### config.mk
export PLATFORM = sky130hd
export DESIGN_NAME = blk_xfer_seq
export DESIGN_NICKNAME = d
export VERILOG_FILES = /design/src/rtl/bxs_pkg.sv /design/src/rtl/bxs_planner.sv /design/src/rtl/bxs_picker.sv /design/src/rtl/bxs_store_src.sv /design/src/rtl/blk_xfer_seq.sv
export SDC_FILE = /design/constraint.sdc
export NUM_CORES = 1
export LEC_CHECK = 0
export ABC_AREA = 1
export BUFFER_PORTS_ARGS = -buffer_cell sky130_fd_sc_hd__clkbuf_2
export CAP_MARGIN = 30
export CELL_PAD_IN_SITES_DETAIL_PLACEMENT = 1
export CELL_PAD_IN_SITES_GLOBAL_PLACEMENT = 2
export CORE_AREA = 2 2 243 173
export CTS_CLUSTER_DIAMETER = 120
export DETAILED_ROUTE_END_ITERATION = 12
export DIE_AREA = 0 0 245 175
export PLACE_DENSITY_LB_ADDON = 0.1
export SYNTH_ARGS = -nofsm -noshare
export SYNTH_HDL_FRONTEND = slang
export SYNTH_SLANG_ARGS = --single-unit
### constraint.sdc
create_clock -name clk -period 13.18 [get_ports clk]
set_input_delay 1.318 -clock clk [delete_from_list [all_inputs] [get_ports clk]]
set_output_delay 1.318 -clock clk [all_outputs]
set_load 0.05 [all_outputs]
### src/rtl/bxs_pkg.sv
package bxs_pkg;
    localparam int NREG  = 16;
    localparam int AW    = 32;
    localparam int IDXW  = $clog2(NREG);
    localparam int CNTW  = $clog2(NREG + 1);
    localparam int WORD_BYTES = 4;

    localparam logic [AW-1:0] PC_FIELD_MASK   = 32'h03FF_FFFC;
    localparam logic [AW-1:0] PC_STORE_OFFSET = 32'd12;

    // bit1 = adjust before transfer, bit0 = ascending
    typedef enum logic [1:0] {
        AM_DEC_AFTER  = 2'b00,
        AM_INC_AFTER  = 2'b01,
        AM_DEC_BEFORE = 2'b10,
        AM_INC_BEFORE = 2'b11
    } addr_mode_e;

    typedef enum logic [1:0] {
        ST_IDLE = 2'd0,
        ST_BUSY = 2'd1,
        ST_DONE = 2'd2
    } seq_state_e;

    typedef struct packed {
        logic [AW-1:0] start_addr;
        logic [AW-1:0] new_base;
        logic [AW-1:0] pc_word;
        logic          wb_en;
        logic          psr_restore;
        logic          user_bank;
        logic          base_first;
        logic          empty;
    } xfer_plan_t;

    function automatic logic [CNTW-1:0] mask_pop(input logic [NREG-1:0] m);
        logic [CNTW-1:0] c;
        c = '0;
        for (int i = 0; i < NREG; i++) c = c + CNTW'(m[i]);
        return c;
    endfunction
endpackage

### src/rtl/bxs_planner.sv
module bxs_planner
    import bxs_pkg::*;
(
    input  logic [NREG-1:0] reglist,
    input  logic [AW-1:0]   base,
    input  logic [IDXW-1:0] base_idx,
    input  addr_mode_e      mode,
    input  logic            load,
    input  logic            wb,
    input  logic            user,
    input  logic [AW-1:0]   pc,
    input  logic [AW-1:0]   psr,
    output xfer_plan_t      plan
);
    localparam logic [IDXW-1:0] PC_IDX = IDXW'(NREG - 1);

    logic [CNTW-1:0] cnt;
    logic [AW-1:0]   span;
    logic [NREG-1:0] below_base;
    logic            pc_in_list;

    always_comb begin
        cnt  = mask_pop(reglist);
        span = AW'(cnt) * AW'(WORD_BYTES);
        for (int i = 0; i < NREG; i++) below_base[i] = (IDXW'(i) < base_idx);
        pc_in_list = reglist[NREG-1];

        unique case (mode)
            AM_INC_AFTER:  plan.start_addr = base;
            AM_INC_BEFORE: plan.start_addr = base + AW'(WORD_BYTES);
            AM_DEC_AFTER:  plan.start_addr = base - span + AW'(WORD_BYTES);
            default:       plan.start_addr = base - span;
        endcase
        plan.new_base    = mode[0] ? (base + span) : (base - span);
        plan.pc_word     = ((pc + PC_STORE_OFFSET) & PC_FIELD_MASK) | (psr & ~PC_FIELD_MASK);
        plan.wb_en       = wb && (base_idx != PC_IDX);
        plan.psr_restore = user && load && pc_in_list;
        plan.user_bank   = user && !(load && pc_in_list);
        plan.base_first  = reglist[base_idx] && ((reglist & below_base) == '0);
        plan.empty       = (reglist == '0);
    end
endmodule

### src/rtl/bxs_picker.sv
module bxs_picker
    import bxs_pkg::*;
(
    input  logic [NREG-1:0] mask,
    output logic [IDXW-1:0] idx,
    output logic [NREG-1:0] rest,
    output logic            last
);
    always_comb begin
        idx = '0;
        for (int i = NREG - 1; i >= 0; i--) begin
            if (mask[i]) idx = IDXW'(i);
        end
        rest = mask & (mask - NREG'(1));
        last = (rest == '0);
    end
endmodule

### src/rtl/bxs_store_src.sv
module bxs_store_src
    import bxs_pkg::*;
(
    input  logic [IDXW-1:0] reg_idx,
    input  logic            is_store,
    input  logic [IDXW-1:0] base_idx,
    input  logic            base_first,
    input  logic            wb_en,
    input  logic [AW-1:0]   orig_base,
    input  logic [AW-1:0]   new_base,
    input  logic [AW-1:0]   pc_word,
    output logic            sub_valid,
    output logic [AW-1:0]   sub_data
);
    localparam logic [IDXW-1:0] PC_IDX = IDXW'(NREG - 1);

    always_comb begin
        sub_valid = 1'b0;
        sub_data  = '0;
        if (is_store) begin
            if (reg_idx == PC_IDX) begin
                sub_valid = 1'b1;
                sub_data  = pc_word;
            end else if (reg_idx == base_idx) begin
                sub_valid = 1'b1;
                sub_data  = (base_first || !wb_en) ? orig_base : new_base;
            end
        end
    end
endmodule

### src/rtl/blk_xfer_seq.sv
module blk_xfer_seq
    import bxs_pkg::*;
(
    input  logic          clk,
    input  logic          rst,
    input  logic          cmd_valid,
    output logic          cmd_ready,
    input  logic [15:0]   cmd_reglist,
    input  logic [31:0]   cmd_base,
    input  logic [3:0]    cmd_base_idx,
    input  logic [1:0]    cmd_mode,
    input  logic          cmd_load,
    input  logic          cmd_wb,
    input  logic          cmd_user,
    input  logic [31:0]   cmd_pc,
    input  logic [31:0]   cmd_psr,
    output logic          req_valid,
    input  logic          req_ready,
    output logic [31:0]   req_addr,
    output logic [3:0]    req_reg,
    output logic          req_write,
    output logic          req_user_bank,
    output logic          req_sub_valid,
    output logic [31:0]   req_sub_data,
    output logic          done,
    output logic          wb_en,
    output logic [31:0]   wb_value,
    output logic          psr_restore
);
    seq_state_e      state_q;
    xfer_plan_t      plan, plan_q;
    logic [NREG-1:0] mask_q, rest;
    logic [AW-1:0]   addr_q, base_q;
    logic [IDXW-1:0] bidx_q, pick_idx;
    logic            store_q, last;

    bxs_planner u_plan (
        .reglist(cmd_reglist), .base(cmd_base), .base_idx(cmd_base_idx),
        .mode(addr_mode_e'(cmd_mode)), .load(cmd_load), .wb(cmd_wb),
        .user(cmd_user), .pc(cmd_pc), .psr(cmd_psr), .plan(plan)
    );

    bxs_picker u_pick (.mask(mask_q), .idx(pick_idx), .rest(rest), .last(last));

    bxs_store_src u_src (
        .reg_idx(pick_idx), .is_store(store_q), .base_idx(bidx_q),
        .base_first(plan_q.base_first), .wb_en(plan_q.wb_en),
        .orig_base(base_q), .new_base(plan_q.new_base), .pc_word(plan_q.pc_word),
        .sub_valid(req_sub_valid), .sub_data(req_sub_data)
    );

    always_ff @(posedge clk) begin
        if (rst) begin
            state_q <= ST_IDLE;
            mask_q  <= '0;
            addr_q  <= '0;
            base_q  <= '0;
            bidx_q  <= '0;
            store_q <= 1'b0;
            plan_q  <= '0;
        end else begin
            unique case (state_q)
                ST_IDLE: if (cmd_valid) begin
                    mask_q  <= cmd_reglist;
                    addr_q  <= plan.start_addr;
                    base_q  <= cmd_base;
                    bidx_q  <= cmd_base_idx;
                    store_q <= !cmd_load;
                    plan_q  <= plan;
                    state_q <= plan.empty ? ST_DONE : ST_BUSY;
                end
                ST_BUSY: if (req_ready) begin
                    mask_q <= rest;
                    addr_q <= addr_q + AW'(WORD_BYTES);
                    if (last) state_q <= ST_DONE;
                end
                default: state_q <= ST_IDLE;
            endcase
        end
    end

    assign cmd_ready     = (state_q == ST_IDLE);
    assign req_valid     = (state_q == ST_BUSY);
    assign req_addr      = addr_q;
    assign req_reg       = pick_idx;
    assign req_write     = store_q;
    assign req_user_bank = req_valid && plan_q.user_bank;
    assign done          = (state_q == ST_DONE);
    assign wb_en         = done && plan_q.wb_en;
    assign wb_value      = plan_q.new_base;
    assign psr_restore   = done && plan_q.psr_restore;

    // request held while stalled
    a_r4_hold_stall: assert property (@(posedge clk) disable iff (rst)
        req_valid && !req_ready |=> req_valid && $stable(req_addr) && $stable(req_reg));
    // addresses climb by one word
    a_r2_addr_step: assert property (@(posedge clk) disable iff (rst)
        req_valid && req_ready && !last |=> req_valid && (req_addr == $past(req_addr) + 32'd4));
    // register index strictly rising
    a_r1_reg_rising: assert property (@(posedge clk) disable iff (rst)
        req_valid && req_ready |=> !req_valid || (req_reg > $past(req_reg)));
    // single-cycle completion, then idle
    a_r9_done_pulse: assert property (@(posedge clk) disable iff (rst)
        done |=> !done && cmd_ready);
    // last handshake leads to done
    a_r9_done_after_last: assert property (@(posedge clk) disable iff (rst)
        req_valid && req_ready && last |=> done);
    // no writeback of register 15 base
    a_r5_no_pc_wb: assert property (@(posedge clk) disable iff (rst)
        done && (bidx_q == 4'd15) |-> !wb_en);
    // loads never substitute
    a_r11_load_nosub: assert property (@(posedge clk) disable iff (rst)
        req_valid && !req_write |-> !req_sub_valid);
endmodule

==> results.md, run 1 <==
- Comb pwr share: 56.3%
- Critical Path Sink Type: flip-flop
- Initial Util: 32.74%
- Setup tns final: 0 ns
- Average wire per cell in the routed design: 20.34 µm
- Hold Vio Cnt, Final: 0
- Switch share: 54.16%
- Dpl hpwl: 44,150 µm
- Via density per instance: 5.275
- Hold depth: 2
- Internal power: 1.312 mW
- Synth Area per Inst: 6.212 µm²
- H-tree depth: 4
- Ports: 233
- Max Cap Viol: 0
- Overall routing resource usage: 26.24%
- Clock latency on the worst-skew pair: 0.45 ns
- CTS tree: done
- Top cells by area, synth: dfxtp_1 (23%), nand2_1 (12%), o21ai_0 (8.1%), a21oi_1 (7.5%), nor2_1 (7.3%)
- First-pass GRT wire length: 87,130 µm
- Worst min path class: flip-flop to flip-flop
- Vias: 14,697
- Final Cycle Share: 57.63%
- FFs w/ async S/R, synth: 0%
- Clock Sink Count: 153
- Detailed Routing Iterations Pass 1: 5
- Root Driver: clkbuf_16
- Port Buf Inserts: 200
- Cell taking the most area after synthesis: dfxtp_1
- Crit path largest cell delay: 0.54 ns
- Worst-Margin Slew: 0.9552 ns
- Startpoint types: input port
- Final slew viol count: 0
- Post-Synthesis Cells: 2,138
- Total gr overflow: 0
- Chip width: 245 µm
- Largest net degree at the start of global routing: 97
- Die ar.: 42,880 µm²
- Drt drc: 0
- Clk buf depth: 2
- Required time of the worst setup path: 13.56 ns
- Yosys warning count: 0
- Setup bufs post-CTS: 0
- Post-synth top flop: dfxtp_1
- Run status: complete, no violations
- P per Cell Area: 191.4 nW/µm²
- Sequential power share: 25.7%
- Worst-path fanout max: 11
- Post-CTS resize count: 0
- Clock Power Share: 18.1%
- Rel. slew slack: 36.25%
- CTS clock-pin slew for the worst setup and hold paths: 0.07 ns
- Synthesized flop and latch total: 153
- Hold_ws: 0.4641 ns
- Number of synthesized flops with an enable pin: 0
- Initial antenna violation count: 1
- Final ANT Viol Nets: 0
- Inserted Clock Buffers: 17
- Area Overhead vs Synth: 12.59%
- Sequential share of the synthesized area: 23.06%
- # setup viols final: 0
- RSZ-0062 raised after global routing: no
- Clock tree skew after final layout: 0.009307 ns
- Area share of the largest cell type after synthesis: 23.06%
- Final wirelength: 56,660 µm
- Routability Congestion: 0.9073
- Worst r2r path cells: 12
- Die H: 175 µm
- Core footprint: 40,570 µm²
- Critical-path top delay cell: fa_1
- Standard-cell rows: 62
- VDD IR max: 0.1512 mV
- Leak: 6.945 nW
- CTS Hold Bufs: 0
- ANT cells: 0
- Most frequent CP cell: nand2_1
- Share of cells above drive strength 1: 17.31%
- Net Count, Synth: 2,299
- Tmin final: 7.596 ns
- Starting DRT DRC Count: 881
- Final layout net count: 2,390
- Post-synthesis cell area: 13,280 µm²
- Netlist cell types: 55
- Max frequency: 131.6 MHz
- CP Class: input port to flip-flop
- Crit path DAT: 7.98 ns
- Vias in the first global route: 14,464
- Sw power: 1.550 mW
==> layout by cell type (no fill, tap or decap), drive strengths merged, types with 3 or more instances in the layout <==
| cell | Yosys | layout |
|---|---|---|
| dfxtp | 153 | 153 |
| clkbuf | 70 | 217 |
| nand3 | 116 | 116 |
| ha | 24 | 24 |
| xor2 | 31 | 31 |
| o211ai | 23 | 23 |
| nand4 | 38 | 38 |
| o22ai | 12 | 12 |
| a21oi | 207 | 207 |
| xnor2 | 10 | 10 |
| inv | 223 | 232 |
| o31ai | 6 | 6 |
| mux2i | 28 | 28 |
| clkinv | 4 | 7 |
| buf | 73 | 15 |
| o21ai | 232 | 232 |
| nor3 | 27 | 27 |
| or2 | 9 | 9 |
| a211oi | 3 | 3 |
| a31oi | 26 | 26 |
| o221ai | 5 | 5 |
| and2 | 3 | 3 |
| nand2 | 475 | 475 |
| nor4 | 21 | 21 |
| fa | 12 | 12 |
| nor2 | 293 | 293 |
==> power by group through the flow <==
| stage | Combinational, mW | Sequential [mW] | Clock (mW) |
|---|---|---|---|
| after floorplan | 1.11 | 0.808 | 0 |
| after global placement | 1.58 | 0.738 | 0 |
| after detailed placement | 1.61 | 0.742 | 0 |
| after CTS | 1.62 | 0.734 | 0.529 |
| after global routing | 1.78 | 0.756 | 0.547 |
| final | 1.61 | 0.735 | 0.517 |
==> kinds of logic after synthesis <==
logic type	synth area share, %
buffers and inverters	12.20
and+or+nand+nor	34.37
muxes	2.110
xor gates and xnor gates	2.704
AOI/OAI and AO/OA	21.49
adders and majority gates	4.070
DFF	23.06
==> layer usage <==
layer / share of wire, % / global-route usage, % / vias to the layer above
met3: 3.8 / 3.410 / 30
met4: 0.74 / 3.659 / 0
met2: 44 / 40.77 / 263
met5: 0 / 0 / -
met1: 51 / 39.17 / 7171
li1: - / - / 7233
==> registers in the layout (all words and copies together) (netlist names) <==
register / cells
plan_q: 36
req_addr: 32
wb_value: 32
base_q: 30
mask_q: 16
bidx_q: 4
state_q: 2
req_write: 1
==> area by class of cell <==
| cell class | instances | area [µm²] |
|---|---|---|
| Clock buffer | 17 | 425.4 |
| Clock inverter | 15 | 176.4 |
| Fill cell | 5371 | 25620 |
| Inverter | 227 | 858.3 |
| Multi-Input combinational cell | 1615 | 8623 |
| Sequential cell | 153 | 3063 |
| Tap cell | 544 | 680.7 |
| Timing Repair Buffer | 215 | 1126 |
==> synth_stat cells (all sizes together), types with 23 or more instances <==
master and instances:
nand3 116, o21ai 232, nand2 475, buf 73, mux2i 28, nor2 293, ha 24, nor3 27
o211ai 23, clkbuf 70, a31oi 26, inv 223, xor2 31, nand4 38, a21oi 207, dfxtp 153
==> final timing paths <==
| check | slack (ns) | from | endpoint |
|---|---|---|---|
| worst min register to register | 0.46 | plan_q[1]$_SDFFE_PP0P_ | plan_q[1]$_SDFFE_PP0P_ |
| worst max register to register | 9.14 | state_q[0]$_SDFFE_PP0P_ | wb_value[24]$_SDFFE_PP0P_ |
| worst min-delay path | 0.46 | plan_q[1]$_SDFFE_PP0P_ | plan_q[1]$_SDFFE_PP0P_ |
| worst max-delay path | 5.58 | cmd_reglist[0] | req_addr[29]$_SDFFE_PP0P_ |
==> worst max-delay path: cells and delay by family <==
family,cells,cell delay (ns)
AOI/OAI and AO/OA,2,0.35
buffers and inverters,5,0.53
adders and majority gates,8,3.34
and+or+nand+nor,16,2.41
==> stage by stage <==
stage                     setup WS, ns  std cells  utilization, %  power (mW)  area, µm²
after detailed placement         5.230       2754           35.37       2.355      14350
after floorplan                  6.484       2138               -       1.918      13280
after CTS                        5.697       2786           36.86       2.885      14950
after global placement           5.336       2753           35.32       2.317      14330
final                            5.584       2786           36.86       2.862      14950
after global routing             5.222       2786           36.86       3.079      14950
Note: power is estimated with default switching activity, not from simulation.
==> run 2, diff against run 1 <==
- CORE_AREA: 2 2 243 173 -> 2 2 269 191
- DIE_AREA: 0 0 245 175 -> 0 0 271 193
- clock period: 13.18 -> 6.17 ns (I/O delays scaled with it)
==> run 2 against run 1 <==
Against the previous run:
- hold slack got worse by 0.11 ns
- routed wire length rose by 13%
- critical path depth unchanged
- setup slack worse by 5.5 ns
- via count grew 5.3%
- die area rose by 22%
- highest routed layer unchanged
==> results.md, run 2 (synthesized netlist as in run 1, its figures left out) <==
- Clock Power Share: 16.5% (was 18.1%)
- Largest net degree at the start of global routing: 101 (was 97)
- CP bufs+invs: 6 (was 5)
- CTS Hold Bufs: 0 (unchanged)
- Inserted Clock Buffers: 17 (unchanged)
- Run status: complete, no violations (unchanged)
- Internal power: 3.142 mW (was 1.312 mW)
- H-tree depth: 4 (unchanged)
- Worst-Margin Slew: 1.033 ns (was 0.9552 ns)
- Clock tree skew after final layout: 0.01398 ns (was 0.009307 ns)
- Via density per instance: 5.036 (was 5.275)
- Vias: 15,472 (was 14,697)
- Ports: 233 (unchanged)
- Crit path DAT: 6.48 ns (was 7.98 ns)
- Worst min path class: input port to flip-flop (was flip-flop to flip-flop)
- Commonest non-fill, non-tap cell in the layout: nand2_1 (unchanged)
- Required time of the worst setup path: 6.58 ns (was 13.56 ns)
- Core footprint: 49,990 µm² (was 40,570 µm²)
- Final layout net count: 2,546 (was 2,390)
- Detailed Routing Iterations Pass 1: 5 (unchanged)
- Clk buf depth: 2 (unchanged)
- Overall routing resource usage: 24.25% (was 26.24%)
- Final wirelength: 64,230 µm (was 56,660 µm)
- Fin cells: 3,072 (was 2,786)
- Clock Sink Count: 153 (unchanged)
- # setup viols final: 0 (unchanged)
- Hold Vio Cnt, Final: 0 (unchanged)
- CTS tree: done (unchanged)
- Most frequent cells in the layout: nand2_1 (396), nor2_1 (239), o21ai_0 (212), clkbuf_2 (198) (was nand2_1 (437), nor2_1 (254), o21ai_0 (216), inv_1 (207))
- Most frequent CP cell: nand2_2 (was nand2_1)
- Initial Util: 26.57% (was 32.74%)
- Fill cells: 6,467 (was 5,371)
- Final slew viol count: 0 (unchanged)
- Switch share: 53.61% (was 54.16%)
- Dpl hpwl: 49,390 µm (was 44,150 µm)
- Worst Slack Setup Final: 0.1028 ns (was 5.584 ns)
- Vias in the first global route: 15,260 (was 14,464)
- RSZ-0062 raised after global routing: yes (was no)
- Port Buf Inserts: 200 (unchanged)
- Comb pwr share: 60.0% (was 56.3%)
- Sw power: 3.631 mW (was 1.550 mW)
- Rel. slew slack: 31.06% (was 36.25%)
- Share of cells above drive strength 1: 26.73% (was 17.31%)
- Family with the most delay on the worst path: adder cells (unchanged)
- Root Driver: clkbuf_16 (unchanged)
- Layout Utilization: 33.80% (was 36.86%)
- Area Overhead vs Synth: 27.20% (was 12.59%)
- Hold_ws: 0.3496 ns (was 0.4641 ns)
- Startpoint types: input port (unchanged)
- Clock latency on the worst-skew pair: 0.48 ns (was 0.45 ns)
- Tmin final: 6.067 ns
- Chip width: 271 µm (was 245 µm)
- Initial antenna violation count: 2 (was 1)
- Critical-path top delay cell: fa_1 (unchanged)
- First-pass GRT wire length: 96,310 µm (was 87,130 µm)
- CP Class: input port to flip-flop (unchanged)
- Average wire per cell in the routed design: 20.91 µm (was 20.34 µm)
- Standard-cell rows: 69 (was 62)
- Die ar.: 52,300 µm² (was 42,880 µm²)
- VDD IR max: 0.2038 mV (was 0.1512 mV)
- P per Cell Area: 400.9 nW/µm² (was 191.4 nW/µm²)
- CTS clock-pin slew for the worst setup and hold paths: 0.08 ns (was 0.07 ns)
- Critical Path Sink Type: flip-flop (unchanged)
- Drt drc: 0 (unchanged)
- Starting DRT DRC Count: 1,051 (was 881)
- Die H: 193 µm (was 175 µm)
- Reg with most FFs: plan_q (unchanged)
- Final Cycle Share: 98.33%
- Max Cap Viol: 0 (unchanged)
- Final ANT Viol Nets: 0 (unchanged)
- Number of flip-flops in the largest register: 36 (unchanged)
- Post-Place Worst Slack: -0.6845 ns (was 5.230 ns)
- Total gr overflow: 0 (unchanged)
- Dpl cells: 3,017 (was 2,754)
- Routability Congestion: 0.9185 (was 0.9073)
- ANT cells: 0 (unchanged)
- Sequential power share: 23.5% (was 25.7%)
- Worst-path fanout max: 6 (was 11)
- Max frequency: 164.8 MHz
- Crit path largest cell delay: 0.52 ns (was 0.54 ns)
- Leak: 7.795 nW (was 6.945 nW)
## run 2: cell types whose count changed in the layout (fill, tap and decap cells not counted), sizes merged
cell	previous run	this run
buf	15	173
clkinv	7	11
clkbuf	217	215
inv	232	230
bufinv	1	0
clkinvlp	2	1
## run 2: worst register-to-register path: stages, from the launching register on
cell and delay [ns]:
dfxtp_1 0.84, nor2_1 0.12, inv_1 0.15, o22ai_1 0.17, nor2_4 0.11, buf_4 0.59, inv_1 0.64, a21oi_1 0.63
a21oi_1 0.15
## run 2: power groups by stage
stage	Clock (mW)	Sequential [mW]	Combinational (mW)
after detailed placement	0	1.61	3.81
after floorplan	0	1.73	2.37
after CTS	1.15	1.59	3.85
final	1.12	1.59	4.06
after global routing	1.19	1.64	4.45
after global placement	0	1.60	3.74
## run 2: through the flow
stage	area, µm²	total power [mW]	TNS [ns]
2_1_floorplan	13280	4.097	0
3_3_place_gp	15510	5.337	-16.23
3_5_place_dp	15550	5.416	-19.17
4_1_cts	16240	6.589	0
5_1_grt	16890	7.282	-0.5012
6_report	16890	6.773	0
## run 2: routing by layer
metal  vias to the layer above  global-route usage (%)  share of wire [%]
li1                       7547                       -                  -
met1                      7610                   35.94                 52
met2                       278                   36.94                 43
met3                        37                   3.901                4.0
met4                         0                   4.569                1.1
met5                         -                       0                  0
## run 2: cell type report
type | count | area (µm²) | area share [%]
Clock buffer | 17 | 425.4 | 2.518
Tap cell | 674 | 843.3 | 4.992
Timing Repair Buffer | 371 | 2405 | 14.23
Inverter | 227 | 865.8 | 5.125
Sequential cell | 153 | 3063 | 18.13
Multi-Input combinational cell | 1615 | 9116 | 53.96
Clock inverter | 15 | 175.2 | 1.037
## run 2: what timing repair did
item,in CTS,in global routing
resized for setup,22,131
setup endpoints to repair,20,38
pin swaps,10,70
setup buffers,3,19
gates cloned,0,0
## run 2: worst paths after layout
path | start | to | slack, ns | cells past startpoint
setup / recovery | cmd_reglist[1] | req_addr[19]$_SDFFE_PP0P_ | 0.10 | 31
hold / removal | cmd_pc[2] | plan_q[7]$_SDFFE_PP0P_ | 0.35 | 2
setup reg to reg | state_q[0]$_SDFFE_PP0P_ | req_addr[23]$_SDFFE_PP0P_ | 2.65 | 8
hold reg to reg | req_addr[1]$_SDFFE_PP0P_ | req_addr[1]$_SDFFE_PP0P_ | 0.47 | 2
==> run 3, diff against run 2 <==
- PLACE_DENSITY_LB_ADDON: 0.1 -> 0.3
- REMOVE_ABC_BUFFERS: unset -> 1
==> run 3 against run 2 <==
Against the previous run:
- non-clock buffer count is 7 lower
- setup slack worse by 0.060 ns
- die area stayed put
- routed wire length is 4.2% lower
- critical path type unchanged
- largest cell class unchanged
==> results.md, run 3 (synthesized netlist as in run 1, its figures left out) <==
- Die H: 193 µm (unchanged)
- VDD IR max: 0.5435 mV (was 0.2038 mV)
- Crit path largest cell delay: 0.60 ns (was 0.52 ns)
- Total gr overflow: 0 (unchanged)
- Clock latency on the worst-skew pair: 0.46 ns (was 0.48 ns)
- Ports: 233 (unchanged)
- Worst-path fanout max: 5 (was 6)
- # setup viols final: 0 (unchanged)
- Overall routing resource usage: 23.02% (was 24.25%)
- Max Cap Viol: 0 (unchanged)
- CP Class: input port to flip-flop (unchanged)
- Clock Sink Count: 153 (unchanged)
- Max frequency: 163.2 MHz (was 164.8 MHz)
- Area Overhead vs Synth: 27.87% (was 27.20%)
- Port Buf Inserts: 200 (unchanged)
- Via density per instance: 5.046 (was 5.036)
- CTS Hold Bufs: 0 (unchanged)
- Average wire per cell in the routed design: 20.08 µm (was 20.91 µm)
- H-tree depth: 4 (unchanged)
- Drt drc: 0 (unchanged)
- RSZ-0062 raised after global routing: yes (unchanged)
- Clock tree skew after final layout: 0.01403 ns (was 0.01398 ns)
- CP bufs+invs: 6 (unchanged)
- Tmin final: 6.127 ns (was 6.067 ns)
- Family with the most delay on the worst path: adder cells (unchanged)
- Standard-cell rows: 69 (unchanged)
- Initial Util: 26.57% (unchanged)
- Most frequent cells in the layout: nand2_1 (402), nor2_1 (234), o21ai_0 (212), inv_1 (199), clkbuf_2 (198) (was nand2_1 (396), nor2_1 (239), o21ai_0 (212), clkbuf_2 (198))
- Worst-Margin Slew: 1.032 ns (was 1.033 ns)
- Run status: complete, no violations (unchanged)
- Final slew viol count: 0 (unchanged)
- Core footprint: 49,990 µm² (unchanged)
- Total design power: 6.891 mW (was 6.773 mW)
- Worst Slack Setup Final: 0.04310 ns (was 0.1028 ns)
- Post-Place Worst Slack: -0.6954 ns (was -0.6845 ns)
- Final layout net count: 2,539 (was 2,546)
- Most frequent CP cell: fa_2 (was nand2_2)
- Crit path DAT: 6.52 ns (was 6.48 ns)
- Inserted Clock Buffers: 17 (unchanged)
- Final ANT Viol Nets: 0 (unchanged)
- CTS clock-pin slew for the worst setup and hold paths: 0.07 ns (was 0.08 ns)
- Final wirelength: 61,560 µm (was 64,230 µm)
- Starting DRT DRC Count: 965 (was 1,051)
- Clk buf depth: 2 (unchanged)
- Startpoint types: input port (unchanged)
- Dpl hpwl: 47,190 µm (was 49,390 µm)
- Hold_ws: 0.3638 ns (was 0.3496 ns)
- Leak: 7.835 nW (was 7.795 nW)
- Critical Path Sink Type: flip-flop (unchanged)
- CTS tree: done (unchanged)
- Commonest non-fill, non-tap cell in the layout: nand2_1 (unchanged)
- Detailed Routing Iterations Pass 1: 5 (unchanged)
- Final Cycle Share: 99.30% (was 98.33%)
- Routability Congestion: 0.9443 (was 0.9185)
- Worst min path class: input port to flip-flop (unchanged)
- Reg with most FFs: plan_q (unchanged)
- Setup tns final: 0 ns (unchanged)
- Hold Vio Cnt, Final: 0 (unchanged)
- Largest net degree at the start of global routing: 144 (was 101)
- P per Cell Area: 405.8 nW/µm² (was 400.9 nW/µm²)
- Chip width: 271 µm (unchanged)
- Share of cells above drive strength 1: 26.57% (was 26.73%)
- R2R setup slack: 3.17 ns (was 2.65 ns)
- Required time of the worst setup path: 6.56 ns (was 6.58 ns)
- First-pass GRT wire length: 92,200 µm (was 96,310 µm)
- Critical-path top delay cell: fa_2 (was fa_1)
- Vias in the first global route: 15,155 (was 15,260)
- Initial antenna violation count: 4 (was 2)
- Die ar.: 52,300 µm² (unchanged)
- Number of flip-flops in the largest register: 36 (unchanged)
- Fill cells: 6,434 (was 6,467)
- Root Driver: clkbuf_16 (unchanged)
- Rel. slew slack: 31.10% (was 31.06%)
- Vias: 15,466 (was 15,472)
==> run 3: changes by cell type in the layout (fill, tap and decap cells not counted), moves of 4 or more <==
cell	before	now
nand2_1	396	402
nand2_4	18	23
buf_4	158	151
bufinv_16	0	5
nand2_2	59	49
o21ai_1	11	7
clkinv_8	5	0
nor2_1	239	234
==> run 3: metrics by stage <==
stage	utilization, %	cell area, µm²	std cells
after floorplan	-	12520	1995
after global placement	30.93	15460	3005
after detailed placement	31.01	15500	3007
after CTS	32.35	16170	3038
after global routing	33.97	16980	3065
final	33.97	16980	3065
==> run 3: what timing repair did <==
action / 4_1_cts / 5_1_grt
cloned: 0 / 0
pin swaps: 0 / 77
resized for setup: 7 / 156
endpoints found under the setup margin: 28 / 39
buffers inserted: 0 / 25
==> run 3: final cells by class <==
class                   count  area [µm²]  share of cell area (%)
repair buffers            364        2370                   13.95
multi-input cells        1615        9185                   54.09
diodes                      1       2.502                 0.01474
clock buffers              20       456.7                   2.689
flip-flops and latches    153        3063                   18.04
well taps                 674       843.3                   4.966
clock inverters            11       193.9                   1.142
inverters                 227       868.3                   5.113
==> run 3: path summary, 6_finish.rpt <==
| path | end | depth (start not counted) | startpoint |
|---|---|---|---|
| max reg2reg | req_addr[24]$_SDFFE_PP0P_ | 9 | state_q[0]$_SDFFE_PP0P_ |
| min reg2reg | plan_q[1]$_SDFFE_PP0P_ | 2 | plan_q[1]$_SDFFE_PP0P_ |
| max | req_addr[28]$_SDFFE_PP0P_ | 29 | cmd_reglist[0] |
| min | req_write$_SDFFE_PP0P_ | 2 | cmd_load |
==> run 3: routing by layer <==
metal	part of all wire, %	global-route usage (%)	vias up
li1	-	-	7519
met1	51	34.09	7587
met2	42	33.68	311
met3	5.5	5.449	43
met4	1.2	4.441	6
met5	0.065	0	-
==> run 3: worst register-to-register path: cells and delay by family (launching register included) <==
kind,cells,cell delay [ns]
AO/OA/AOI/OAI,3,0.50
buffers and inverters,4,1.23
flip-flops,1,0.92
AND/OR/NAND/NOR,2,0.25
==> run 3: power breakdown <==
part / leakage [nW] / switching [mW] / internal [mW] / total, mW
clock: 0.316 / 0.470 / 0.738 / 1.21
sequential: 1.27 / 0.262 / 1.30 / 1.56
combinational: 6.25 / 2.74 / 1.38 / 4.12
total: 7.83 / 3.47 / 3.42 / 6.89
